## config.mk

```make
export PLATFORM = sky130hd
export DESIGN_NAME = hzd_issue_ctl
export DESIGN_NICKNAME = d
export VERILOG_FILES = /design/src/rtl/hzd_pkg.sv /design/src/rtl/hzd_lane_board.sv /design/src/rtl/hzd_unit_timer.sv /design/src/rtl/hzd_issue_ctl.sv
export SDC_FILE = /design/constraint.sdc
export NUM_CORES = 1
export LEC_CHECK = 0
export CAP_MARGIN = 15
export CORE_MARGIN = 3
export CORE_UTILIZATION = 55
export DETAILED_ROUTE_END_ITERATION = 6
export MAX_ROUTING_LAYER = met4
export PLACE_DENSITY = 0.95
export SETUP_SLACK_MARGIN = 0.02
export SLEW_MARGIN = 20
export SYNTH_ARGS = -nofsm -noshare
export SYNTH_HDL_FRONTEND = slang
export SYNTH_HIERARCHICAL = 1
export SYNTH_SLANG_ARGS = --single-unit
```

## constraint.sdc

```tcl
create_clock -name clk -period 4.01 [get_ports clk]
set_input_delay 0.401 -clock clk [delete_from_list [all_inputs] [get_ports clk]]
set_output_delay 0.401 -clock clk [all_outputs]
set_load 0.02 [all_outputs]
```

## src/rtl/hzd_pkg.sv

```systemverilog
// Shared definitions for the vector issue hazard interlock.
// Assumes a four-lane vector register file (x, y, z, w).
package hzd_pkg;
    localparam int LANES = 4;

    typedef enum logic [2:0] {
        OPC_FMAC  = 3'd0,
        OPC_FDIV  = 3'd1,
        OPC_EFU   = 3'd2,
        OPC_IALU  = 3'd3,
        OPC_WAITQ = 3'd4,
        OPC_WAITP = 3'd5
    } op_class_e;
endpackage

```

## src/rtl/hzd_lane_board.sv

```systemverilog
// Per-lane pending-write board. Each accepted multiply-add write travels
// through DEPTH shift stages and retires at the end of the last one.
// Every read port is compared with every stage.
// Assumes DEPTH >= 1. Stages advance every cycle, stalled or not.
module hzd_lane_board
    import hzd_pkg::*;
#(
    parameter int REG_W = 5,
    parameter int NSRC  = 2,
    parameter int DEPTH = 3
) (
    input  logic                        clk,
    input  logic                        rst_n,
    input  logic                        push,
    input  logic [REG_W-1:0]            push_reg,
    input  logic [LANES-1:0]            push_mask,
    input  logic [NSRC-1:0][REG_W-1:0]  rd_reg,
    input  logic [NSRC-1:0][LANES-1:0]  rd_mask,
    output logic                        hit
);
    logic [DEPTH-1:0]                 st_vld;
    logic [DEPTH-1:0][REG_W-1:0]      st_reg;
    logic [DEPTH-1:0][LANES-1:0]      st_mask;
    logic [DEPTH-1:0][NSRC-1:0]       st_hit;

    // Shift pending writes one stage per cycle; reset empties the board.
    always_ff @(posedge clk) begin
        if (!rst_n) begin
            st_vld  <= '0;
            st_reg  <= '0;
            st_mask <= '0;
        end else begin
            st_vld[0]  <= push;
            st_reg[0]  <= push_reg;
            st_mask[0] <= push_mask;
            for (int s = 1; s < DEPTH; s++) begin
                st_vld[s]  <= st_vld[s-1];
                st_reg[s]  <= st_reg[s-1];
                st_mask[s] <= st_mask[s-1];
            end
        end
    end

    // Compare each stage against each read port, lane by lane.
    for (genvar s = 0; s < DEPTH; s++) begin : g_stage
        for (genvar n = 0; n < NSRC; n++) begin : g_src
            assign st_hit[s][n] = st_vld[s] && (st_reg[s] == rd_reg[n])
                                  && (|(st_mask[s] & rd_mask[n]));
        end
    end

    assign hit = |st_hit;
endmodule

```

## src/rtl/hzd_unit_timer.sv

```systemverilog
// Busy timer for one long-latency unit. It loads the latency on start
// (0 counts as 1) and counts down to zero. The result lands in the cycle
// the count is 1. EARLY_FREE=1 releases the unit in that write cycle,
// EARLY_FREE=0 releases it one cycle later.
// Assumes start is only raised while busy is low.
module hzd_unit_timer #(
    parameter int LAT_W      = 6,
    parameter bit EARLY_FREE = 1'b0
) (
    input  logic             clk,
    input  logic             rst_n,
    input  logic             start,
    input  logic [LAT_W-1:0] lat,
    output logic             busy,
    output logic             active,
    output logic             wr_pulse
);
    localparam logic [LAT_W-1:0] ONE = LAT_W'(1);

    logic [LAT_W-1:0] cnt;

    // Load on start, otherwise count down to idle.
    always_ff @(posedge clk) begin
        if (!rst_n)
            cnt <= '0;
        else if (start)
            cnt <= (lat == '0) ? ONE : lat;
        else if (cnt != '0)
            cnt <= cnt - ONE;
    end

    assign active   = (cnt != '0);
    assign wr_pulse = (cnt == ONE);

    // Release point chosen per unit.
    if (EARLY_FREE) begin : g_early
        assign busy = (cnt > ONE);
    end else begin : g_late
        assign busy = active;
    end
endmodule

```

## src/rtl/hzd_issue_ctl.sv

```systemverilog
// Issue stall controller for a four-lane vector coprocessor. It combines
// lane hazards from the pending-write board with resource hazards from
// the divide and elementary-function timers into one combinational stall.
// Assumes the decoder holds every issue input while stall is high.
module hzd_issue_ctl
    import hzd_pkg::*;
#(
    parameter int REG_W      = 5,
    parameter int LAT_W      = 6,
    parameter int PIPE_DEPTH = 3
) (
    input  logic             clk,
    input  logic             rst_n,
    input  logic             in_valid,
    input  logic [2:0]       in_class,
    input  logic [REG_W-1:0] in_dst,
    input  logic [3:0]       in_dmask,
    input  logic [REG_W-1:0] in_src0,
    input  logic [3:0]       in_smask0,
    input  logic [REG_W-1:0] in_src1,
    input  logic [3:0]       in_smask1,
    input  logic [LAT_W-1:0] in_lat,
    output logic             stall,
    output logic             q_stale,
    output logic             q_wr,
    output logic             p_stale,
    output logic             p_wr
);
    localparam int NSRC = 2;

    op_class_e                  cls;
    logic                       accept;
    logic                       reads_vec;
    logic                       lane_hit;
    logic                       q_busy;
    logic                       p_busy;
    logic [NSRC-1:0][REG_W-1:0] rd_reg;
    logic [NSRC-1:0][3:0]       rd_mask;

    assign cls     = op_class_e'(in_class);
    assign rd_reg  = {in_src1, in_src0};
    assign rd_mask = {in_smask1, in_smask0};

    // Classes whose vector sources are checked against pending lanes.
    assign reads_vec = (cls == OPC_FMAC) || (cls == OPC_FDIV) || (cls == OPC_EFU);

    // Combine lane and unit hazards into the stall decision.
    always_comb begin
        stall = 1'b0;
        if (in_valid) begin
            stall = (reads_vec && lane_hit)
                 || ((cls == OPC_FDIV)  && q_busy)
                 || ((cls == OPC_EFU)   && p_busy)
                 || ((cls == OPC_WAITQ) && q_stale)
                 || ((cls == OPC_WAITP) && p_stale);
        end
    end

    assign accept = in_valid && !stall;

    hzd_lane_board #(
        .REG_W (REG_W),
        .NSRC  (NSRC),
        .DEPTH (PIPE_DEPTH)
    ) u_board (
        .clk       (clk),
        .rst_n     (rst_n),
        .push      (accept && (cls == OPC_FMAC)),
        .push_reg  (in_dst),
        .push_mask (in_dmask),
        .rd_reg    (rd_reg),
        .rd_mask   (rd_mask),
        .hit       (lane_hit)
    );

    hzd_unit_timer #(
        .LAT_W      (LAT_W),
        .EARLY_FREE (1'b0)
    ) u_div_timer (
        .clk      (clk),
        .rst_n    (rst_n),
        .start    (accept && (cls == OPC_FDIV)),
        .lat      (in_lat),
        .busy     (q_busy),
        .active   (q_stale),
        .wr_pulse (q_wr)
    );

    hzd_unit_timer #(
        .LAT_W      (LAT_W),
        .EARLY_FREE (1'b1)
    ) u_efu_timer (
        .clk      (clk),
        .rst_n    (rst_n),
        .start    (accept && (cls == OPC_EFU)),
        .lat      (in_lat),
        .busy     (p_busy),
        .active   (p_stale),
        .wr_pulse (p_wr)
    );
endmodule

```

==> summary.md <==
| Metric | Value |
|---|---|
| Worst EP required | 3610 ps |
| Slew of the pin with the lowest slew margin | 717 ps |
| Synth area leaders | dfxtp_1 (39%), and2_1 (9.6%), xnor2_1 (7.7%) |
| Fillers | 277 |
| Crit path largest cell delay | 660 ps |
| Post-CTS Resized | 0 |
| Skew-Pair Late Insertion Delay | 290 ps |
| Gr usage total | 24.0% |
| Post-CTS setup buffer count | 0 |
| Max reg flops | 15 |
| Leak | 1.03 nW |
| Hold Fails Final Rpt | 0 |
| Placed inst area | 2640 um^2 |
| Slew headroom | 51.7% |
| GRT Residual Overflow | 0 |
| Final Cycle Share | 83.2% |
| Final Power | 0.00146 W |
| Sink Count | 42 |
| Ant diodes | 0 |
| Syn Nets | 269 |
| Row count | 22 |
| Hold buffers post-CTS | 0 |
| Setup TNS | 0 ps |
| Reg clk slew, reported paths | 90 ps |
| # nets final | 317 |
| Worst vdd ir | 0.000375 V |
| Initial Utilization | 58.1% |
| Final wirelength | 5.08 mm |
| DR WL/cell | 15.8 um |
| Clock Skews | 8.87 ps |
| Largest net degree at the start of global routing | 46 |
| CTS tree | built |
| Ys async rst share | 0% |
| Slew Limit Fails | 0 |
| Post-synth top area share | 38.9% |
| Syn Area/Cell | 9.64 um^2 |
| Startpoint Class | primary input |
| Routed vias | 1,833 |
| Cells after synthesis | 224 |
| Post-route ant nets | 0 |
| Main synth FF type | dfxtp_1 |
| Sequential standard cell area | 841 um^2 |
| Multi-input logic area | 1260 um^2 |
| Clk buf depth | 2 |
| Status | finished clean |
| Final Instance Area | 2730 um^2 |
| Critical path class | primary input to primary output |
| Die ar. | 4710 um^2 |
| CP top delay family | buffers and inverters |
| CP arrival | 2940 ps |
| Number of synthesized flops with an enable pin | 0 |
| Power per cell area | 534 nW/um^2 |
| CP max stage cell | clkdlybuf4s50_1 |
| Largest area contributor in the netlist | dfxtp_1 |
| Gp weighted congestion | 0.845 |
| Layout cells sized above 1 | 7.69% |
| Hold Crit Class | flip-flop to flip-flop |
| CP cell instances | clkdlybuf4s50_1 > xnor2_1 > nand3_1 > nor4_1 > o21ai_1 > nand3_1 > nor2_1 > o21a_1 > o32ai_1 > clkdlybuf4s50_1 |
| Horiz. Die Dim | 68.7 um |
| Clock Tree Root | clkbuf_8 |
| I/O Pins | 44 |
| Fin crit period | 3340 ps |
| Highest-count cells in the layout ignoring fill and taps | clkdlybuf4s50_1 (42), dfxtp_1 (42), and2_1 (33) |
| Port bufs | 43 |
| CP Capture Type | primary output |
| Post-DP HPWL | 3.72 mm |
| Area grow syn2layout | 26.6% |
| Synthesized flop and latch total | 42 |
| Sequential fraction of the synthesis area | 38.9% |
| Final setup viols | 0 |
| Number of H-tree levels | 2 |
| Initial antenna violation count | 0 |
| CP Buf/Inv Count | 2 |
| First-pass detailed-route iteration total | 4 |
| Post-Syn Area | 2160 um^2 |
| CP Max Fanout | 4 |
| Netlist cell types | 43 |
| Fmax | 300 MHz |
| DIE HEIGHT | 68.7 um |
| Core box area | 3720 um^2 |
| RSZ-0062 raised after global routing | false |
| Via density per instance | 5.71 |
| Number of synthesis warnings | 6 |
| Initial DRC Count | 118 |
| Number of global-route vias before repair | 1,791 |
| CTS Buf Count | 5 |
| Max Cap Viol | 0 |
| # DRC | 0 |
| First-pass GRT wire length | 8.07 mm |
## worst register-to-register path, delay by kind of cell, from the launching register on
| kind | cells | cell delay [ps] |
|---|---|---|
| AO/OA/AOI/OAI | 2 | 340 |
| buffers and inverters | 2 | 300 |
| flip-flops | 1 | 360 |
| AND/OR/NAND/NOR | 5 | 1420 |
## cell usage after synthesis, types with 2 or more instances
cell type / count
o21ai_0: 6
nor3_1: 5
nand3_1: 9
a221oi_1: 2
nor2_1: 6
a32o_1: 4
nand2b_1: 4
nor4_1: 9
inv_1: 11
a22o_1: 6
o21ai_1: 4
dfxtp_1: 42
clkbuf_1: 3
xor2_1: 15
a211oi_1: 2
a31oi_1: 3
ha_1: 6
xnor2_1: 19
nand2_1: 2
or4_4: 2
o31ai_1: 2
a21oi_1: 6
a221oi_2: 4
and2_1: 33
## cell families (layout without fill, tap and decap cells)
logic type | Yosys count | in the layout | synth area share (%)
AND/OR/NAND/NOR | 75 | 75 | 21.3
AO/OA/AOI/OAI | 51 | 51 | 19.3
flip-flops | 42 | 42 | 38.9
XOR/XNOR | 34 | 34 | 13.8
buffers and inverters | 15 | 64 | 2.78
adder cells (fa/ha/maj) | 6 | 6 | 3.48
multiplexers | 1 | 1 | 0.464
## final cells by class
class	instances	share of cell area, %
multi-input cells	167	46.0
well taps	48	2.20
clock buffers	5	2.52
clock inverters	3	0.870
flip-flops and latches	42	30.8
inverters	11	1.51
repair buffers	45	16.1
## power by group
part	switching, W	internal (W)
Sequential	0.0000782	0.000482
Clock	0.000153	0.000125
Combinational	0.000317	0.000305
## metal layers
metal  GRT usage (%)  share of wire, %
met1            27.6                43
met2            40.9                50
met3            5.67               6.2
met4            7.69               1.1
met5               -                 0
## metrics by stage
stage	instances	hold WS (ps)	utilization [%]	worst slack (ps)
final	321	478	73.6	673
after floorplan	224	426	-	1300
after global placement	313	451	71.2	765
after CTS	321	478	73.6	694
after global routing	321	506	73.6	438
after detailed placement	313	464	71.1	725
## worst paths after layout
check | slack [ps] | endpoint | startpoint | depth (start not counted)
min | 480 | u_board/st_vld[2] | u_board/st_vld[1] | 1
max | 670 | stall | in_src1[2] | 10
max reg2reg | 1500 | u_div_timer/cnt[4] | u_div_timer/cnt[3] | 9
min reg2reg | 480 | u_board/st_vld[2] | u_board/st_vld[1] | 1
(Power assumes the default switching activity.)
